$ cat src/rtl/lcdt_pkg.sv
package lcdt_pkg;
  // position counter width, covers the longest line or frame
  localparam int POS_W = 12;
  localparam int REG_W = 32;

  // register word addresses
  localparam int A_SIZE  = 0;
  localparam int A_HCFG  = 1;
  localparam int A_VCFG  = 2;
  localparam int A_PANEL = 3;
  localparam int A_IEN   = 4;
  localparam int A_ISTAT = 5;

  localparam int EOF_BIT = 1;

  // panel word bit positions
  localparam int P_PAT      = 12;
  localparam int P_DE_POL   = 20;
  localparam int P_PCLK_POL = 21;
  localparam int P_HS_POL   = 22;
  localparam int P_VS_POL   = 23;
  localparam int P_DAT_POL  = 24;

  // decoded lengths of one axis, all in units of steps
  typedef struct packed {
    logic [POS_W-1:0] len;
    logic [POS_W-1:0] fp;
    logic [POS_W-1:0] sw;
    logic [POS_W-1:0] bp;
  } axis_cfg_t;
endpackage

$ cat src/rtl/lcdt_pixdiv.sv
module lcdt_pixdiv #(
  parameter int DW = 6
) (
  input  logic          clk,
  input  logic          rst,
  input  logic          run,
  input  logic [DW-1:0] pcd,
  output logic          ce,
  output logic          phase
);
  logic [DW-1:0] cnt_q;
  logic [DW:0]   half;

  always_ff @(posedge clk) begin
    if (rst || !run) cnt_q <= '0;
    else if (cnt_q >= pcd) cnt_q <= '0;
    else cnt_q <= cnt_q + DW'(1);
  end

  always_comb begin
    half  = ({1'b0, pcd} + (DW+1)'(2)) >> 1;
    ce    = run && (cnt_q >= pcd);
    phase = run && ({1'b0, cnt_q} < half);
  end
endmodule

$ cat src/rtl/lcdt_axis.sv
module lcdt_axis import lcdt_pkg::*; (
  input  logic             clk,
  input  logic             rst,
  input  logic             run,
  input  logic             step,
  input  axis_cfg_t        cfg,
  output logic [POS_W-1:0] pos,
  output logic             active,
  output logic             sync,
  output logic             last
);
  logic [POS_W-1:0] s0, s1, tot_m1;

  always_comb begin
    s0     = cfg.len + cfg.fp;
    s1     = s0 + cfg.sw;
    tot_m1 = s1 + cfg.bp - POS_W'(1);
    active = pos < cfg.len;
    sync   = (pos >= s0) && (pos < s1);
    last   = pos == tot_m1;
  end

  always_ff @(posedge clk) begin
    if (rst || !run) pos <= '0;
    else if (step) pos <= last ? '0 : pos + POS_W'(1);
  end
endmodule

$ cat src/rtl/lcdt_regs.sv
module lcdt_regs import lcdt_pkg::*; #(
  parameter int AW = 3
) (
  input  logic             clk,
  input  logic             rst,
  input  logic             wr_en,
  input  logic             rd_en,
  input  logic [AW-1:0]    addr,
  input  logic [REG_W-1:0] wdata,
  input  logic             eof,
  output logic [REG_W-1:0] size_q,
  output logic [REG_W-1:0] hcfg_q,
  output logic [REG_W-1:0] vcfg_q,
  output logic [REG_W-1:0] panel_q,
  output logic [REG_W-1:0] ien_q,
  output logic             stat_q,
  output logic             irq_q,
  output logic [REG_W-1:0] rdata_q
);
  logic [REG_W-1:0] rd_mux;
  logic             clr_req;

  always_comb begin
    rd_mux = '0;
    case (addr)
      AW'(A_SIZE):  rd_mux = size_q;
      AW'(A_HCFG):  rd_mux = hcfg_q;
      AW'(A_VCFG):  rd_mux = vcfg_q;
      AW'(A_PANEL): rd_mux = panel_q;
      AW'(A_IEN):   rd_mux = ien_q;
      AW'(A_ISTAT): rd_mux[EOF_BIT] = stat_q;
      default:      rd_mux = '0;
    endcase
    clr_req = wr_en && (addr == AW'(A_ISTAT)) && wdata[EOF_BIT];
  end

  always_ff @(posedge clk) begin
    if (rst) begin
      size_q  <= '0;
      hcfg_q  <= '0;
      vcfg_q  <= '0;
      panel_q <= '0;
      ien_q   <= '0;
      stat_q  <= 1'b0;
      irq_q   <= 1'b0;
      rdata_q <= '0;
    end else begin
      if (wr_en) begin
        case (addr)
          AW'(A_SIZE):  size_q  <= wdata;
          AW'(A_HCFG):  hcfg_q  <= wdata;
          AW'(A_VCFG):  vcfg_q  <= wdata;
          AW'(A_PANEL): panel_q <= wdata;
          AW'(A_IEN):   ien_q   <= wdata;
          default: ;
        endcase
      end
      if (eof) stat_q <= 1'b1;
      else if (clr_req) stat_q <= 1'b0;
      irq_q <= stat_q & ien_q[EOF_BIT];
      if (rd_en) rdata_q <= rd_mux;
    end
  end
endmodule

$ cat src/rtl/lcdt_top.sv
module lcdt_top import lcdt_pkg::*; #(
  parameter int PIX_W   = 16,
  parameter int MIN_RES = 64,
  parameter int MAX_RES = 1024,
  parameter int AW      = 3
) (
  input  logic             clk,
  input  logic             rst,
  input  logic             pclk_run,
  input  logic             reg_wr,
  input  logic             reg_rd,
  input  logic [AW-1:0]    reg_addr,
  input  logic [31:0]      reg_wdata,
  output logic [31:0]      reg_rdata,
  input  logic [PIX_W-1:0] pix_in,
  output logic             pix_stb,
  output logic             lcd_pclk,
  output logic             lcd_hsync,
  output logic             lcd_vsync,
  output logic             lcd_de,
  output logic [PIX_W-1:0] lcd_data,
  output logic [POS_W-1:0] pos_x,
  output logic [POS_W-1:0] pos_y,
  output logic             irq
);
  localparam int RES_W  = $clog2(MAX_RES) + 1;
  localparam int UNIT_W = RES_W - 4;
  localparam int HALF_W = PIX_W / 2;
  localparam int DIV_W  = 6;
  localparam logic [RES_W-1:0] RES_LO = RES_W'(MIN_RES);
  localparam logic [RES_W-1:0] RES_HI = RES_W'(MAX_RES);

  logic [REG_W-1:0] size_q, hcfg_q, vcfg_q, panel_q, ien_q;
  logic             stat_q, eof, pix_ce, phase;
  logic             h_act, h_sync, h_last, v_act, v_sync, v_last, de_raw;
  logic [POS_W-1:0] hpos, vpos;
  axis_cfg_t        hcfg, vcfg;
  logic [PIX_W-1:0] pattern, pix_sel;
  logic             de_pol, hs_pol, vs_pol, unused_bits;

  function automatic logic [POS_W-1:0] clamp_res(input logic [RES_W-1:0] v);
    if (v < RES_LO) return POS_W'(RES_LO);
    if (v > RES_HI) return POS_W'(RES_HI);
    return POS_W'(v);
  endfunction

  lcdt_regs #(.AW(AW)) u_regs (
    .clk(clk), .rst(rst), .wr_en(reg_wr), .rd_en(reg_rd), .addr(reg_addr),
    .wdata(reg_wdata), .eof(eof), .size_q(size_q), .hcfg_q(hcfg_q),
    .vcfg_q(vcfg_q), .panel_q(panel_q), .ien_q(ien_q), .stat_q(stat_q),
    .irq_q(irq), .rdata_q(reg_rdata)
  );

  lcdt_pixdiv #(.DW(DIV_W)) u_div (
    .clk(clk), .rst(rst), .run(pclk_run), .pcd(panel_q[DIV_W-1:0]),
    .ce(pix_ce), .phase(phase)
  );

  // field decode with the stored offsets added back
  always_comb begin
    hcfg.len = clamp_res({size_q[20 +: UNIT_W], 4'b0000});
    hcfg.fp  = POS_W'(hcfg_q[15:8])  + POS_W'(1);
    hcfg.sw  = POS_W'(hcfg_q[31:26]) + POS_W'(1);
    hcfg.bp  = POS_W'(hcfg_q[7:0])   + POS_W'(3);
    vcfg.len = clamp_res(size_q[RES_W-1:0]);
    vcfg.fp  = POS_W'(vcfg_q[15:8]);
    vcfg.sw  = POS_W'(vcfg_q[31:26]);
    vcfg.bp  = POS_W'(vcfg_q[7:0]);
  end

  lcdt_axis u_hax (
    .clk(clk), .rst(rst), .run(pclk_run), .step(pix_ce), .cfg(hcfg),
    .pos(hpos), .active(h_act), .sync(h_sync), .last(h_last)
  );

  lcdt_axis u_vax (
    .clk(clk), .rst(rst), .run(pclk_run), .step(pix_ce && h_last), .cfg(vcfg),
    .pos(vpos), .active(v_act), .sync(v_sync), .last(v_last)
  );

  always_comb begin
    eof     = pix_ce && h_last && v_last;
    de_raw  = pclk_run && h_act && v_act;
    de_pol  = panel_q[P_DE_POL];
    hs_pol  = panel_q[P_HS_POL];
    vs_pol  = panel_q[P_VS_POL];
    pattern = {vpos[HALF_W-1:0], hpos[HALF_W-1:0]};
    pix_sel = panel_q[P_PAT] ? pattern : pix_in;
    unused_bits = ^{size_q[31:20+UNIT_W], size_q[19:RES_W], hcfg_q[25:16],
                    vcfg_q[25:16], panel_q[31:25], panel_q[19:13],
                    panel_q[11:DIV_W], ien_q[31:2], ien_q[0]};
  end

  always_ff @(posedge clk) begin
    if (rst) begin
      pix_stb   <= 1'b0;
      lcd_pclk  <= 1'b0;
      lcd_hsync <= 1'b0;
      lcd_vsync <= 1'b0;
      lcd_de    <= 1'b0;
      lcd_data  <= '0;
      pos_x     <= '0;
      pos_y     <= '0;
    end else begin
      pix_stb   <= pix_ce;
      lcd_pclk  <= phase ^ panel_q[P_PCLK_POL];
      lcd_hsync <= (pclk_run && h_sync) ^ hs_pol;
      lcd_vsync <= (pclk_run && v_sync) ^ vs_pol;
      lcd_de    <= de_raw ^ de_pol;
      lcd_data  <= (de_raw ? pix_sel : '0) ^ {PIX_W{panel_q[P_DAT_POL]}};
      pos_x     <= hpos;
      pos_y     <= vpos;
    end
  end
endmodule

$ cat config.mk
export PLATFORM = sky130hd
export DESIGN_NAME = lcdt_top
export DESIGN_NICKNAME = d
export VERILOG_FILES = /design/src/rtl/lcdt_pkg.sv /design/src/rtl/lcdt_pixdiv.sv /design/src/rtl/lcdt_axis.sv /design/src/rtl/lcdt_regs.sv /design/src/rtl/lcdt_top.sv
export SDC_FILE = /design/constraint.sdc
export NUM_CORES = 1
export LEC_CHECK = 0
export ABC_AREA = 1
export BUFFER_PORTS_ARGS = -buffer_cell sky130_fd_sc_hd__buf_2
export CAP_MARGIN = 40
export CORE_MARGIN = 1
export CORE_UTILIZATION = 60
export CTS_CLUSTER_SIZE = 20
export DETAILED_ROUTE_END_ITERATION = 10
export PLACE_DENSITY = 0.81
export REMOVE_ABC_BUFFERS = 1
export SYNTH_ARGS = -nofsm -noshare
export SYNTH_HDL_FRONTEND = slang
export SYNTH_SLANG_ARGS = --single-unit
export TNS_END_PERCENT = 10
$ cat constraint.sdc
create_clock -name clk -period 9.75 [get_ports clk]
set_input_delay 1.4625 -clock clk [delete_from_list [all_inputs] [get_ports clk]]
set_output_delay 1.4625 -clock clk [all_outputs]
set_load 0.01 [all_outputs]
### Yosys cells after proc, flatten, opt, wreduce, memory -nomap -nowiden

Cells that the tools add are included.

* register bits: 269
* output and inout bits: 78

* add/sub/neg operators: 15
* reductions and logical operators: 22
* $lt $le $gt $ge: 12
* multiplexer cells: 23
* bitwise logic cells: 6
* equality and inequality tests: 7

Operators by type and width (count)
* $pmux W30 S5: 1
* $mux W12: 10
* $lt A12 B12 Y1: 4
* $mux W16: 2
* $add A12 B1 Y12 const B: 2
* $add A12 B8 Y12: 2
* $add A12 B9 Y12: 2
* $eq A12 B12 Y1: 2
* $ge A12 B12 Y1: 2
* $sub A12 B1 Y12 const B: 2
* $gt A11 B11 Y1 const B: 2
* $lt A11 B7 Y1 const B: 2
* $xor A16 B16 Y16: 1
* $add A12 B6 Y12: 1
* $add A12 B7 Y12: 1
* $logic_and A1 B1 Y1: 12
* $reduce_and A2 Y1: 5
* $add A8 B1 Y9 const B: 1
* $add A8 B2 Y9 const B: 1
* $mux W1: 8
* $add A6 B1 Y7 const B: 1
* $add A6 B2 Y7 const B: 1
* $add A6 B1 Y6 const B: 1
* $eq A3 B2 Y1 const B: 2
* 13 further kinds: 17

### Depth between registers and ports, before layout

* word-level depth: 13
* depth in mapped cells: 39

### Modules after synthesis

Synthesis repeated with hierarchy kept, for this count alone.

* cell total of the unflattened synthesis: 2581
* area, all modules: 17729.5 µm²

Modules (own cells, without submodules)
* lcdt_regs: instances 1, cells each 1161, area each 8262.9 µm²
* lcdt_axis (u_vax): instances 1, cells each 502, area each 3305.7 µm²
* lcdt_axis (u_hax): instances 1, cells each 488, area each 3243.1 µm²
* lcdt_top: instances 1, cells each 345, area each 2314.7 µm²
* lcdt_pixdiv: instances 1, cells each 85, area each 603.1 µm²

### Least setup slack after synthesis

OpenSTA, ideal clock, no wires.

* kind: register to register
* start: reg u_regs.size_q[9]
* end: reg u_vax.pos[10]
* stages on the path, launching flop included: 37
* clock period less this slack: 4754 ps
* buffers on the path: 0
* arrival time: 4639 ps
* slack: 4996 ps
* cell sequence: dfxtp_1 > inv_2 > nand3_1 > nor2_1 > nor2_4 > nor3_1 > ha_1 > nand3_1 > nand3_1 > or2_2 > nand2_1 > inv_1 > ha_1 > a21oi_1 > nand2_1 > xnor2_1 > ha_1 > inv_1 > ha_1 > nand3_1 > nand3_1 > nand2_1 > nand2_1 > a21oi_1 > or2_2 > nand2_1 > nand2_1 > nand2_1 > inv_1 > nand3_1 > nand2_1 > nand2_1 > nand3_1 > nor2_1 > nand3_2 > nand2_4 > nor2_1

* word-level cells in the longest chain between the ends: 11
* elaborated cells on any way between the ends: 14

RTL lines
* start, declared: RTL line lcdt_regs.sv:11 `output logic [REG_W-1:0] size_q,`
* start signal, assigned: RTL line lcdt_regs.sv:50 `AW'(A_SIZE): size_q <= wdata;`
* $gt A11 B11 Y1: RTL line lcdt_top.sv:43 `if (v > RES_HI) return POS_W'(RES_HI);`
* $mux W1 (2 in a row): RTL line lcdt_top.sv:43
* $mux W12: RTL line lcdt_top.sv:44 `return POS_W'(v);`
* $mux W12 *: RTL line lcdt_top.sv:43
* $add A12 B8 Y12 *: RTL line lcdt_axis.sv:15 `s0 = cfg.len + cfg.fp;`
* $add A12 B6 Y12 *: RTL line lcdt_axis.sv:16 `s1 = s0 + cfg.sw;`
* $add A12 B8 Y12 *: RTL line lcdt_axis.sv:17 `tot_m1 = s1 + cfg.bp - POS_W'(1);`
* $sub A12 B1 Y12 *: RTL line lcdt_axis.sv:17
* $eq A12 B12 Y1 *: RTL line lcdt_axis.sv:20 `last = pos == tot_m1;`
* $mux W12 *: RTL line lcdt_axis.sv:25 `else if (step) pos <= last ? '0 : pos + POS_W'(1);`
* end signal, assigned: RTL line lcdt_axis.sv:25
* end, declared: RTL line lcdt_axis.sv:7 `output logic [POS_W-1:0] pos,`

Every way passes the cells marked *; elsewhere a longest branch is shown, timed or not. The select of a mux whose other input is x is not followed.
A chain may end at the register's enable or synchronous reset.

### Final worst setup path

* start: reg u_regs.size_q[4]
* end: reg u_vax.pos[11]

Same word-level chain as after synthesis.

==> flow_metrics.env <==
export IMPL_crit_type="flip-flop to flip-flop"
export IMPL_min_from="u_regs.ien_q[7]"
export IMPL_dr_first_iter_drc_count=1244
export IMPL_drcViolationCount=0
export IMPL_setup_ws_ps=4150
export IMPL_synth_fa_ha_area_frac=0.110
export IMPL_crit_slowest_cell="o311ai_0"
export IMPL_ys_ff_latch=269
export IMPL_dp_cells=2587
export IMPL_synth_top_family_by_area="simple AND/OR/NAND/NOR gates"
export IMPL_ioPinCount=134
export IMPL_place_congestion=0.953
export IMPL_synth_xor_area_share=0.0256
export IMPL_viasPerCell=5.74
export IMPL_clock_sinks=269
export IMPL_post_route_util=0.689
export IMPL_overflow=0
export IMPL_wl_um=45000
export IMPL_die_area_um2=26300
export IMPL_ys_flop_type="dfxtp_1"
export IMPL_synth_distinct_cells=52
export IMPL_postCtsResizedCells=0
export IMPL_grt_start_max_net_pins=96
export IMPL_dieHeight_um=162
export IMPL_drive_gt1_frac=0.116
export IMPL_cts_hold_buf=0
export IMPL_avgRoutedWirePerCell_um=17.0
export IMPL_cts_tree="yes"
export IMPL_synth_area_per_cell_um2=7.04
export IMPL_setup_viol_count_final=0
export IMPL_p_leak_nw=7.89
export IMPL_r2r_start="u_regs.size_q[4]"
export IMPL_syn_to_final_growth_pct=12.5
export IMPL_antenna_cells=0
export IMPL_hold_viol=0
export IMPL_port_buffer_count=133
export IMPL_hold_depth=2
export IMPL_p_per_area_nw_per_um2=154
export IMPL_grt_use_total=0.340
export IMPL_yosysWarningCount=0
export IMPL_critPathMostFrequentCell="nand2_1"
export IMPL_finClkSkew_ps=16.1
export IMPL_clkTransAtPathRegs_ps=70
export IMPL_final_max_slew_violation_count=0
export IMPL_ys_seq_area_frac=0.349
export IMPL_hold_class="flip-flop to flip-flop"
export IMPL_nets=2475
export IMPL_r2r_cells=34
export IMPL_ant_nets=0
export IMPL_slowest_delay_ps=510
export IMPL_muxShareOfSynthArea=0
export IMPL_dp_hpwl_um=32200
export IMPL_critPathLaunch="u_regs.size_q[4]"
export IMPL_synth_edff_count=0
export IMPL_fin_setup_tns_ps=0
export IMPL_start_util=0.612
export IMPL_drv_cap=0
export IMPL_dp_worst_setup_slack_ps=4250
export IMPL_required_ps=10190
export IMPL_grt_pass1_wl_um=71600
export IMPL_slew_headroom=0.417
export IMPL_outcome="completed"
export IMPL_cts_buffer_depth=3
export IMPL_post_route_period_util=0.574
export IMPL_async_flop_share=0
export IMPL_seq_area_um2=5390
export IMPL_vias=15200
export IMPL_path_max_fanout=10
export IMPL_end_kind="flip-flop"
export IMPL_grt_pass1_vias=14100
export IMPL_synth_simple_area_share=0.247
export IMPL_htreeDepth=1
export IMPL_layout_commonest_cell="nand2_1"
export IMPL_clock_latency_ps=560
export IMPL_post_cts_setup_buffer_count=0
export IMPL_fp_dieW_um=162
export IMPL_period_minus_slack_ps=5600
export IMPL_antenna_found_initial=1
export IMPL_final_cell_mix="nand2_1, dfxtp_1, inv_1"
export IMPL_syn_cell_area_um2=15400
export IMPL_tightest_slew_ps=875
export IMPL_timing_fmax_mhz=179
export IMPL_cts_buffers=28
export IMPL_instances_no_fill=2639
export IMPL_multi_input_area_um2=8750
export IMPL_rsz0062_at_grt="false"
export IMPL_num_rows=58
export IMPL_root_buffer="clkbuf_16"
export IMPL_synthCells=2191
export IMPL_synth_compound_area_frac=0.183
export IMPL_peakVddDrop_mv=0.143
export IMPL_cp_start_kind="flip-flop"
export IMPL_fillerInstances=2181
export IMPL_dr_pass1_iters=7
export IMPL_power_total_mw=2.67
export IMPL_cp_arrival_ps=6040
export IMPL_coreArea_um2=25200
sequential cells by signal, summed over array words and instances (netlist names), 6 cells and up:
register	count
u_regs.hcfg_q	32
u_regs.ien_q	32
u_regs.panel_q	32
u_regs.rdata_q	32
u_regs.size_q	32
u_regs.vcfg_q	32
lcd_data	16
pos_x	12
pos_y	12
u_hax.pos	12
u_vax.pos	12
u_div.cnt_q	6
logic make-up (layout without fill, tap and decap cells):
group / count (synthesis) / count (layout)
AOI/OAI and AO/OA: 513 / 513
xor gates and xnor gates: 45 / 45
adders and majority gates: 132 / 132
buffers and inverters: 348 / 463
DFF: 269 / 269
other: 1 / 4
and+or+nand+nor: 883 / 883
power breakdown:
group	internal [mW]	switching, mW	total, mW
sequential	1.13	0.0201	1.15
clock	0.667	0.463	1.13
combinational	0.134	0.253	0.387
total	1.93	0.735	2.67
metrics by stage:
stage,instance area [um2],hold WS (ps)
floorplan,15100,426
global placement,16300,435
finish,17300,450
detailed placement,16400,441
CTS,17300,449
global route,17300,468
cell usage after synthesis, types with 17 or more instances:
library cell | count | area share
a21oi_1 | 215 | 0.070
clkbuf_1 | 74 | 0.018
dfxtp_1 | 269 | 0.35
ha_1 | 127 | 0.10
inv_1 | 246 | 0.060
nand2_1 | 442 | 0.11
nand2_2 | 20 | 0.0081
nand3_1 | 119 | 0.039
nand4_1 | 20 | 0.0081
nor2_1 | 222 | 0.054
nor3_1 | 17 | 0.0055
o21ai_0 | 201 | 0.065
o22ai_1 | 20 | 0.0081
xor2_1 | 31 | 0.018
routing by layer:
metal	up-vias	routed length, um	track usage
met4	2	1340	0.123
met1	7010	19700	0.450
met2	620	20400	0.563
met3	88	3540	0.0478
li1	7440	-	-
met5	-	8	0
worst paths after layout:
kind / endpoint / slack (ps)
worst max register to register: u_vax.pos[11] / 4150
worst min register to register: u_regs.ien_q[7] / 450
worst max-delay path: u_vax.pos[11] / 4150
worst min-delay path: u_regs.ien_q[7] / 450
area by class of cell:
class,instances,share of cell area
multi-input cells,1577,0.504
flip-flops and latches,269,0.310
inverters,259,0.0561
repair buffers,152,0.0498
clock buffers,38,0.0449
well taps,330,0.0238
clock inverters,14,0.0105
worst max-delay path, delay by kind of cell, from the launching register on:
kind                       cells  cell delay, ps
AOI/OAI and AO/OA              2             820
xor gates and xnor gates       1             230
adders and majority gates      3            1070
buffers and inverters          3             260
DFF                            1             350
and+or+nand+nor               25            2770
Power figures use the tool's default switching activity.
